## config.mk

```make
export PLATFORM = sky130hd
export DESIGN_NAME = slot_sequencer
export DESIGN_NICKNAME = d
export VERILOG_FILES = /design/src/rtl/slot_seq_pkg.sv /design/src/rtl/slot_seq_ctrl.sv /design/src/rtl/slot_seq_datapath.sv /design/src/rtl/slot_sequencer.sv
export SDC_FILE = /design/constraint.sdc
export NUM_CORES = 1
export LEC_CHECK = 0
export ABC_AREA = 0
export BUFFER_PORTS_ARGS = -buffer_cell sky130_fd_sc_hd__buf_2
export CAP_MARGIN = 0
export CORE_UTILIZATION = 56
export DETAILED_ROUTE_END_ITERATION = 8
export GPL_TIMING_DRIVEN = 0
export PLACE_DENSITY = 0.78
export SYNTH_ARGS = -nofsm -noshare
export SYNTH_HDL_FRONTEND = slang
export SYNTH_SLANG_ARGS = --single-unit
```

## constraint.sdc

```tcl
create_clock -name clk -period 7.9 [get_ports clk]
set_input_delay 0 -clock clk [delete_from_list [all_inputs] [get_ports clk]]
set_output_delay 0 -clock clk [all_outputs]
set_load 0.1 [all_outputs]
```

## src/rtl/slot_seq_pkg.sv

```systemverilog
package slot_seq_pkg;

  typedef enum logic [1:0] {
    EN_FULL    = 2'b00,
    EN_LIMITED = 2'b01,
    EN_STANDBY = 2'b10
  } en_mode_e;

  typedef struct packed {
    logic clear;   // hold in reset (not fully enabled)
    logic goIdle;  // idle timeout expired
    logic start;   // begin a new sequence, capture settings
    logic step;    // advance one slot
  } seq_strobe_t;

endpackage

```

## src/rtl/slot_seq_ctrl.sv

```systemverilog
module slot_seq_ctrl
  import slot_seq_pkg::*;
#(
  parameter int TIMEOUT_TICKS = 45000
) (
  input  logic        clk,
  input  logic        rstN,
  input  logic [1:0]  enState,
  input  logic        selIn,
  input  logic        timeoutOff,
  input  logic        active,
  input  logic        lastSlot,
  output seq_strobe_t strb
);
  localparam int CNT_W = $clog2(TIMEOUT_TICKS + 1);
  localparam logic [CNT_W-1:0] CNT_MAX = CNT_W'(TIMEOUT_TICKS - 1);

  logic             selPrev;
  logic [CNT_W-1:0] idleCnt;
  logic             enFull, selRise, selEdge, timeoutHit;

  assign enFull     = (enState == EN_FULL);
  assign selRise    = selIn & ~selPrev;
  assign selEdge    = selIn ^ selPrev;
  assign timeoutHit = enFull & active & ~timeoutOff & ~selEdge & (idleCnt == CNT_MAX);

  always_comb begin
    strb        = '0;
    strb.clear  = ~enFull;
    strb.goIdle = timeoutHit;
    strb.start  = enFull & selRise & (~active | lastSlot);
    strb.step   = enFull & selRise & active & ~lastSlot;
  end

  always_ff @(posedge clk) begin
    selPrev <= selIn;
    if (!rstN || !enFull || !active || selEdge) begin
      idleCnt <= '0;
    end else if (idleCnt != CNT_MAX) begin
      idleCnt <= idleCnt + 1'b1;
    end
  end

endmodule

```

## src/rtl/slot_seq_datapath.sv

```systemverilog
module slot_seq_datapath
  import slot_seq_pkg::*;
#(
  parameter int NUM_CH  = 4,
  parameter int NUM_AUX = 2,
  parameter int SKIP_W  = 4
) (
  input  logic                clk,
  input  logic                rstN,
  input  seq_strobe_t         strb,
  input  logic [NUM_CH-1:0]   chanEnable,
  input  logic [NUM_AUX-1:0]  auxEnable,
  input  logic                calEnable,
  input  logic [SKIP_W-1:0]   leadSkip,
  input  logic [SKIP_W-1:0]   tailSkip,
  input  logic                altPolarity,
  output logic                active,
  output logic                lastSlot,
  output logic [$clog2(2*NUM_CH+NUM_AUX+2)-1:0] slotId,
  output logic                polRev,
  output logic                drvEn,
  output logic                syncOut
);
  localparam int N_ENT    = 2*NUM_CH + NUM_AUX + 1;
  localparam int ID_W     = $clog2(N_ENT + 1);
  localparam int SKIP_MAX = (1 << SKIP_W) - 1;
  localparam int POS_W    = $clog2(2*(2*SKIP_MAX + N_ENT) + 1);
  localparam logic [ID_W-1:0] IDLE_ID = '1;

  // shadow settings captured at sequence start
  logic [NUM_CH-1:0]  chanS;
  logic [NUM_AUX-1:0] auxS;
  logic               calS, altS;
  logic [SKIP_W-1:0]  leadS, tailS;

  logic [POS_W-1:0] pos;
  logic             startedOnce, syncArm;

  always_ff @(posedge clk) begin
    if (!rstN || strb.clear) begin
      active <= 1'b0; pos <= '0; startedOnce <= 1'b0; syncArm <= 1'b0;
      chanS <= '0; auxS <= '0; calS <= 1'b0; altS <= 1'b0;
      leadS <= '0; tailS <= '0;
    end else if (strb.goIdle) begin
      active <= 1'b0;
      pos    <= '0;
    end else if (strb.start) begin
      active      <= 1'b1;
      pos         <= '0;
      syncArm     <= startedOnce;
      startedOnce <= 1'b1;
      chanS <= chanEnable; auxS <= auxEnable; calS <= calEnable;
      altS  <= altPolarity; leadS <= leadSkip; tailS <= tailSkip;
    end else if (strb.step) begin
      pos <= pos + 1'b1;
    end
  end

  // slot list decode
  logic [N_ENT-1:0] enVec;
  logic [POS_W-1:0] measCnt, listLen, totalLen, qPos, kIdx, seen, leadP;
  logic             secondPass, inMeas;
  logic [ID_W-1:0]  measId;

  always_comb begin
    for (int i = 0; i < NUM_CH; i++) begin
      enVec[2*i]   = chanS[i];
      enVec[2*i+1] = chanS[i];
    end
    for (int a = 0; a < NUM_AUX; a++) enVec[2*NUM_CH+a] = auxS[a];
    enVec[N_ENT-1] = calS;

    measCnt = '0;
    for (int i = 0; i < N_ENT; i++) measCnt = measCnt + POS_W'(enVec[i]);

    leadP      = POS_W'(leadS);
    listLen    = leadP + measCnt + POS_W'(tailS);
    totalLen   = altS ? (listLen << 1) : listLen;
    secondPass = altS && (pos >= listLen);
    qPos       = secondPass ? (pos - listLen) : pos;
    inMeas     = (qPos >= leadP) && ((qPos - leadP) < measCnt);
    kIdx       = qPos - leadP;

    measId = IDLE_ID;
    seen   = '0;
    for (int i = 0; i < N_ENT; i++) begin
      if (enVec[i]) begin
        if (seen == kIdx) measId = ID_W'(i);
        seen = seen + 1'b1;
      end
    end
  end

  assign lastSlot = (totalLen == '0) || (pos == totalLen - 1'b1);
  assign drvEn    = active && inMeas && (totalLen != '0);
  assign slotId   = drvEn ? measId : IDLE_ID;
  assign polRev   = active && secondPass;
  assign syncOut  = active && syncArm && (pos == '0) && (totalLen != '0);

endmodule

```

## src/rtl/slot_sequencer.sv

```systemverilog
module slot_sequencer
  import slot_seq_pkg::*;
#(
  parameter int NUM_CH        = 4,
  parameter int NUM_AUX       = 2,
  parameter int SKIP_W        = 4,
  parameter int TIMEOUT_TICKS = 45000,
  localparam int ID_W         = $clog2(2*NUM_CH + NUM_AUX + 2)
) (
  input  logic               clk,
  input  logic               rstN,
  input  logic [1:0]         enState,
  input  logic               selIn,
  input  logic [NUM_CH-1:0]  chanEnable,
  input  logic [NUM_AUX-1:0] auxEnable,
  input  logic               calEnable,
  input  logic [SKIP_W-1:0]  leadSkip,
  input  logic [SKIP_W-1:0]  tailSkip,
  input  logic               altPolarity,
  input  logic               timeoutOff,
  output logic [ID_W-1:0]    slotId,
  output logic               polRev,
  output logic               drvEn,
  output logic               syncOut
);
  seq_strobe_t strb;
  logic        active, lastSlot;

  slot_seq_ctrl #(.TIMEOUT_TICKS(TIMEOUT_TICKS)) u_ctrl (
    .clk(clk), .rstN(rstN), .enState(enState), .selIn(selIn),
    .timeoutOff(timeoutOff), .active(active), .lastSlot(lastSlot), .strb(strb)
  );

  slot_seq_datapath #(.NUM_CH(NUM_CH), .NUM_AUX(NUM_AUX), .SKIP_W(SKIP_W)) u_dp (
    .clk(clk), .rstN(rstN), .strb(strb),
    .chanEnable(chanEnable), .auxEnable(auxEnable), .calEnable(calEnable),
    .leadSkip(leadSkip), .tailSkip(tailSkip), .altPolarity(altPolarity),
    .active(active), .lastSlot(lastSlot), .slotId(slotId),
    .polRev(polRev), .drvEn(drvEn), .syncOut(syncOut)
  );

endmodule

```

Word level (Yosys, flattened, before mapping)
Index checks and enable logic that the tools add are counted.
{"block": "totals", "register_bits": 43, "in_bits": 22, "out_inout_bits": 7, "elab_cells": 131}
{"block": "op_classes", "n_addsub": 26, "n_lt_le_gt_ge": 3, "eq_ne": 13, "muxes": 35, "bitwise_logic": 18, "reduce_logical": 24}
{"cell": "4-bit 2-to-1 mux", "count": 23}
{"cell": "7-bit 2-to-1 mux", "count": 11}
{"cell": "7-bit equality test", "count": 10}
{"cell": "7-bit by 1-bit adder with 7-bit output", "count": 9}
{"cell": "7-bit by 1-bit adder with 7-bit output, second input constant", "count": 9}
{"cell": "7-bit logical NOT", "count": 3}
{"cell": "16-bit by 1-bit adder with 16-bit output, second input constant", "count": 1}
{"cell": "16-bit equality test, second input constant", "count": 1}
{"cell": "16-bit != test, second input constant", "count": 1}
{"cell": "1-bit bitwise AND", "count": 9}
{"cell": "1-bit logical AND", "count": 8}
{"cell": "4-bit by 7-bit adder with 7-bit output", "count": 1}
{"cell": "7-bit by 4-bit adder with 7-bit output", "count": 1}
{"cell": "1-bit by 7-bit equality test with 1-bit output", "count": 1}
{"cell": "7-bit by 4-bit greater-or-equal comparator with 1-bit output", "count": 1}
{"cell": "7-bit greater-or-equal comparator", "count": 1}
{"cell": "7-bit < comparator", "count": 1}
{"cell": "1-bit NOT", "count": 7}
{"cell": "7-bit nonzero test", "count": 1}
{"cell": "7-bit by 1-bit subtractor with 7-bit output, second input constant", "count": 1}
{"cell": "7-bit by 4-bit subtractor with 7-bit output", "count": 1}
{"cell": "7-bit subtractor", "count": 1}
{"cell": "1-bit logical OR", "count": 5}
{"cell": "1-bit logical NOT", "count": 3}
{"cell": "9 further kinds", "count": 9}

Depth between registers and ports, before layout
{"block": "logic_depth", "word_depth": 40, "ltp_mapped": 30, "ltp_nobuf": 29}

By module
From an unflattened synthesis, not the netlist that was laid out.
{"block": "hier_totals", "cells_unflattened": 488, "area_unflattened_um2": 3870.0}
{"mod": "slot_seq_datapath", "instances": 1, "cells_each": 392, "area_per_inst_um2": 3019.1, "seq_area_each_um2": 520.5}
{"mod": "slot_seq_ctrl", "instances": 1, "cells_each": 96, "area_per_inst_um2": 850.8, "seq_area_each_um2": 340.3}

Least setup slack after synthesis
No wires, ideal clock.
{"block": "synth_path", "path_kind": "register to output", "from": "reg u_dp.chanS[0]", "to": "out slotId[2]", "t_arrival_ns": 10.966, "t_required_ns": 7.900, "setup_slack_ns": -3.066, "path_stages_with_launch": 26, "n_path_buf": 0, "cell_sequence": "dfxtp_1 > fa_1 > fa_1 > ha_1 > fa_1 > inv_1 > fa_1 > inv_1 > ha_1 > a21o_1 > a211oi_1 > nor2_1 > ha_1 > a21o_1 > a211oi_1 > o21ai_0 > nand2_1 > a21oi_1 > ha_1 > fa_1 > xnor2_1 > ha_1 > o21ai_0 > nand2b_1 > a2111oi_2 > o21ai_0"}
{"block": "synth_via", "word_cells_on_any_way": 77, "classes_between": "add/sub (23); order compare (3); eq/ne (10); mux (35); reduce/logical (6)"}
{"element": "start, declared", "line_no": "slot_seq_datapath.sv:31", "text": "logic [NUM_CH-1:0] chanS;"}
{"element": "start signal, assigned", "line_no": "slot_seq_datapath.sv:52", "text": "chanS <= chanEnable; auxS <= auxEnable; calS <= calEnable;"}
{"element": "1-bit by 1-bit adder with 2-bit output (*)", "line_no": "slot_seq_datapath.sv:74", "text": "for (int i = 0; i < N_ENT; i++) measCnt = measCnt + POS_W'(enVec[i]);"}
{"element": "7-bit by 1-bit adder with 7-bit output (*) (9 in a row)", "line_no": "slot_seq_datapath.sv:74"}
{"element": "4-bit by 7-bit adder with 7-bit output", "line_no": "slot_seq_datapath.sv:77", "text": "listLen = leadP + measCnt + POS_W'(tailS);"}
{"element": "7-bit by 4-bit adder with 7-bit output", "line_no": "slot_seq_datapath.sv:77"}
{"element": "7-bit greater-or-equal comparator", "line_no": "slot_seq_datapath.sv:79", "text": "secondPass = altS && (pos >= listLen);"}
{"element": "1-bit logical AND", "line_no": "slot_seq_datapath.sv:79"}
{"element": "7-bit 2-to-1 mux", "line_no": "slot_seq_datapath.sv:80", "text": "qPos = secondPass ? (pos - listLen) : pos;"}
{"element": "7-bit by 4-bit subtractor with 7-bit output", "line_no": "slot_seq_datapath.sv:81", "text": "inMeas = (qPos >= leadP) && ((qPos - leadP) < measCnt);"}
{"element": "7-bit < comparator", "line_no": "slot_seq_datapath.sv:81"}
{"element": "1-bit logical AND", "line_no": "slot_seq_datapath.sv:81"}
{"element": "1-bit logical AND", "line_no": "slot_seq_datapath.sv:95", "text": "assign drvEn = active && inMeas && (totalLen != '0);"}
{"element": "1-bit logical AND (*)", "line_no": "slot_seq_datapath.sv:95"}
{"element": "net drvEn", "line_no": "slot_sequencer.sv:23", "text": "output logic drvEn,"}
{"element": "4-bit 2-to-1 mux (*)", "line_no": "slot_seq_datapath.sv:96", "text": "assign slotId = drvEn ? measId : IDLE_ID;"}
{"element": "end, declared", "line_no": "slot_sequencer.sv:21", "text": "output logic [ID_W-1:0] slotId,"}
Mark *: on every way through the listed nets, which the timed path passes. The rest lies on a longest branch.

Final worst setup path
{"block": "layout_path", "from": "reg u_dp.chanS[2]", "to": "out slotId[3]"}
{"block": "layout_via", "elab_chain_cells": 37, "word_cells_on_any_way": 66, "classes_between": "add/sub (16); order compare (3); eq/ne (10); mux (31); reduce/logical (6)"}
{"element": "7-bit by 1-bit adder with 7-bit output (7 in a row)", "line_no": "slot_seq_datapath.sv:74"}
{"element": "4-bit by 7-bit adder with 7-bit output", "line_no": "slot_seq_datapath.sv:77"}
{"element": "7-bit by 4-bit adder with 7-bit output", "line_no": "slot_seq_datapath.sv:77"}
{"element": "7-bit greater-or-equal comparator", "line_no": "slot_seq_datapath.sv:79"}
{"element": "1-bit logical AND", "line_no": "slot_seq_datapath.sv:79"}
{"element": "7-bit 2-to-1 mux", "line_no": "slot_seq_datapath.sv:80"}
{"element": "7-bit by 4-bit subtractor with 7-bit output", "line_no": "slot_seq_datapath.sv:81, slot_seq_datapath.sv:82"}
{"element": "7-bit logical NOT", "line_no": "slot_seq_datapath.sv:88", "text": "if (seen == kIdx) measId = ID_W'(i);"}
{"element": "[15 not listed]"}
{"element": "4-bit 2-to-1 mux", "line_no": "slot_seq_datapath.sv:87", "text": "if (enVec[i]) begin"}
{"element": "4-bit 2-to-1 mux", "line_no": "slot_seq_datapath.sv:88"}
{"element": "4-bit 2-to-1 mux", "line_no": "slot_seq_datapath.sv:87"}
{"element": "4-bit 2-to-1 mux", "line_no": "slot_seq_datapath.sv:88"}
{"element": "4-bit 2-to-1 mux", "line_no": "slot_seq_datapath.sv:87"}
{"element": "4-bit 2-to-1 mux", "line_no": "slot_seq_datapath.sv:88"}
{"element": "4-bit 2-to-1 mux", "line_no": "slot_seq_datapath.sv:87"}
{"element": "4-bit 2-to-1 mux (*)", "line_no": "slot_seq_datapath.sv:96"}
Every way passes the cells marked *; elsewhere a longest branch is shown, timed or not.

==> results by group <==
STA
  • Setup-failing EPs final: 0
  • Fin. Hold Viols: 0
  • F_max: about 0.13 GHz
  • Fin crit period: between 7 and 8 ns
  • Worst slew margin: between 50 and 60%
  • Clock skew: ~0.0076 ns
  • Final Cycle Share: a little over nine tenths
  • Final hold slack: around 0.1 ns
  • Slew Limit Fails: 0
  • Slew @ Worst Pin: 0.667 ns
  • Final setup margin: between 0.15 and 0.2 ns

Logic synthesis
  • Sequential area share after synthesis: roughly 22%
  • Synth area leader: dfxtp_1
  • Post-synthesis register bit count: 43
  • Post-synth top flop: dfxtp_1
  • Synth Instances: about 480
  • Main area contributors after synthesis: dfxtp_1, ha_1, xnor2_1
  • Number of synthesized flops with an enable pin: 0
  • Avg Inst Size Synth: slightly above 8 um2
  • YS warnings: 0
  • Post-Syn Nets: between 500 and 600
  • Post-synth cell types: 65
  • Mapped Area: between 0.003 and 0.004 mm2
  • Top-area cell type share of the netlist area: 21.9%
  • Ys async rst share: 0%

Setup path
  • CP Max Fanout: 6
  • Crit path buf inv count: 4
  • Worst r2r path cells: 19
  • Largest delay contributor family on the critical path: adder cells
  • Crit Path Class: reg -> out
  • R2R Setup Slk: about 1.8 ns
  • Crit-path slowest cell: fa_2
  • CP startpoint kind: register
  • CP arrival: approximately 7.7 ns
  • Largest stage delay on the critical path: slightly below 0.6 ns
  • CP Capture Type: output port
  • Cell mode on critical path: fa_1
  • R2R Path Start: u_dp.chanS[2]
  • Worst r2r dst: u_dp.tailS[1]
  • Req. time, crit path: ~7.9 ns

Routing
  • Total iterations of the first detailed-routing run: 6
  • Antenna-violating nets left: 0
  • Wire length per cell: approximately 16 um
  • DR DRC count: 0
  • Via/cell ratio: 5.82
  • Initial DRC count: 359
  • Total Wirelength: approximately 10000 um
  • Total number of vias: about 3700

Clock tree
  • Worst-path clk slew: approximately 0.090 ns
  • Max Root-Sink Buffers: 2
  • H-tree depth: 2
  • CTS buffer count: 5
  • Clock Latency Late Sink: slightly above 0.3 ns
  • CTS sink count: 43
  • CTS root buf: clkbuf_8
  • CTS tree: built

Power and ir drop
  • PwrDens: ~84 mW/mm2
  • P_leak: between 1.5 and 2 nW
  • Total Power: around 0.4 mW
  • Worst vdd ir: ~0.09 mV

Place
  • Post-DP Area: between 0.004 and 0.005 mm2
  • DP Wirelength: ~7400 um
  • Port buffer count: 28
  • Dpl ws: 0.168 ns
  • Global placement routability congestion: between 0.8 and 0.9

Die
  • Initial Util: between 50% and 60%
  • Top Ports: 29
  • Die Width: 85.8 um
  • Die Height: ~86 um
  • CORE AREA: 0.00679 mm2
  • Die ar.: between 0.007 and 0.008 mm2
  • Row count: 30

Flow run
  • Maxcap violations: 0

GRT
  • Vias in the first global route: 3491
  • Global-route usage over all layers: 27.6%
  • GR Overflow Total: 0
  • Largest net degree at the start of global routing: 14
  • First-pass GRT wire length: between 15000 and 20000 um
  • Initial antenna violation count: 0

Finish
  • Area growth syn-to-layout: 22.1%
  • Final nets: 606
  • Filler Cells Inserted: ~510
  • Final instance area: about 0.0048 mm2
  • Sequential Area: around 870 um2
  • Multi-input gate area: between 0.003 and 0.004 mm2
  • Share of cells above drive strength 1: about a fifth
  • Most frequent cells in the layout: nor2_1, dfxtp_1, inv_1
  • Most common cell after layout, fill and taps aside: nor2_1
  • N_diodes: 0

Worst hold path
  • Beginning of the worst hold path: timeoutOff
  • Hold path depth: 4
  • Min-Delay Path Class: in -> reg
  • Hold worst-path end: u_dp.active

Outcome
  • Status: complete, no violations
## how the worst max path moves through the flow
| stage | startpoint | slack (ns) | end | cells past startpoint |
|---|---|---|---|---|
| floorplan | u_dp.chanS[1] | -0.78 | slotId[2] | 26 |
| global placement | u_dp.chanS[1] | 0.24 | slotId[3] | 26 |
| detailed placement | u_dp.chanS[1] | 0.17 | slotId[0] | 27 |
| CTS | u_dp.chanS[1] | 0.007 | slotId[0] | 29 |
| global route | u_dp.chanS[2] | -0.04 | slotId[0] | 31 |
| finish | u_dp.chanS[2] | 0.19 | slotId[3] | 28 |
## state kept, by name, summed over array words and instances (netlist names), 2 cells and up
signal / count
u_ctrl.idleCnt: 16
u_dp.auxS: 2
u_dp.chanS: 4
u_dp.leadS: 4
u_dp.pos: 7
u_dp.tailS: 4
## layer usage
layer	wire length [um]	global-route usage (%)	vias to the layer above
li1	-	-	1835
met1	4600	37.7	1751
met2	4840	46.0	114
met3	527	2.69	21
met4	199	8.94	0
met5	0	0	-
## cell type report
cell class	instances	share of cell area, %
inverter	38	2.97
clock inverter	2	0.261
multi-input combinational	388	64.8
sequential	43	18.1
tap	96	2.50
clock buffer	6	1.51
timing repair buffer	55	8.60
buffer	11	1.25
## synth_stat cells, drive strengths merged, types with 4 or more instances
cell type,number
and2,5
a21oi,17
nor3,9
nand2,31
mux2i,24
nand3,15
nor2,58
fa,10
xor2,12
or3,11
nor3b,4
nand2b,6
inv,38
o21ai,26
a211oi,4
xnor2,32
nand4,9
nor4b,4
or4,4
ha,32
clkbuf,9
nor2b,6
and3,5
dfxtp,43
## tightest hold or removal path, stage by stage
cell	delay [ns]
buf_2	0.08
nor3_1	0.05
nor2_1	0.12
o21a_1	0.13
## cells by family (layout without fill, tap and decap cells)
logic type | after synthesis | count (layout) | synth area share, %
AO/OA/AOI/OAI | 88 | 88 | 15.7
XOR/XNOR | 45 | 45 | 10.6
adder cells (fa/ha/maj) | 42 | 42 | 15.3
buffers and inverters | 49 | 112 | 5.06
flip-flops | 43 | 43 | 21.9
multiplexers | 25 | 25 | 6.40
AND/OR/NAND/NOR | 187 | 188 | 25.1
## where the power goes
group	internal [mW]	switching, mW
Sequential	0.217	0.000790
Combinational	0.0241	0.0218
Clock	0.0619	0.0800
Total	0.303	0.103
## timing repair
item	4_1_cts	5_1_grt
gates cloned	0	1
hold buffers	17	0
setup buffers	1	9
pin swaps	1	14
endpoints found under the hold margin	17	0
resized for setup	7	29
endpoints found under the setup margin	3	5
## metrics by stage
step,TNS (ns),std cells,util [%]
2_1_floorplan,-1.22,479,-
3_3_place_gp,0,603,63.4
3_5_place_dp,0,603,63.4
4_1_cts,0,629,67.8
5_1_grt,-0.0453,639,70.6
6_report,0,639,70.6
(Power assumes the default switching activity.)
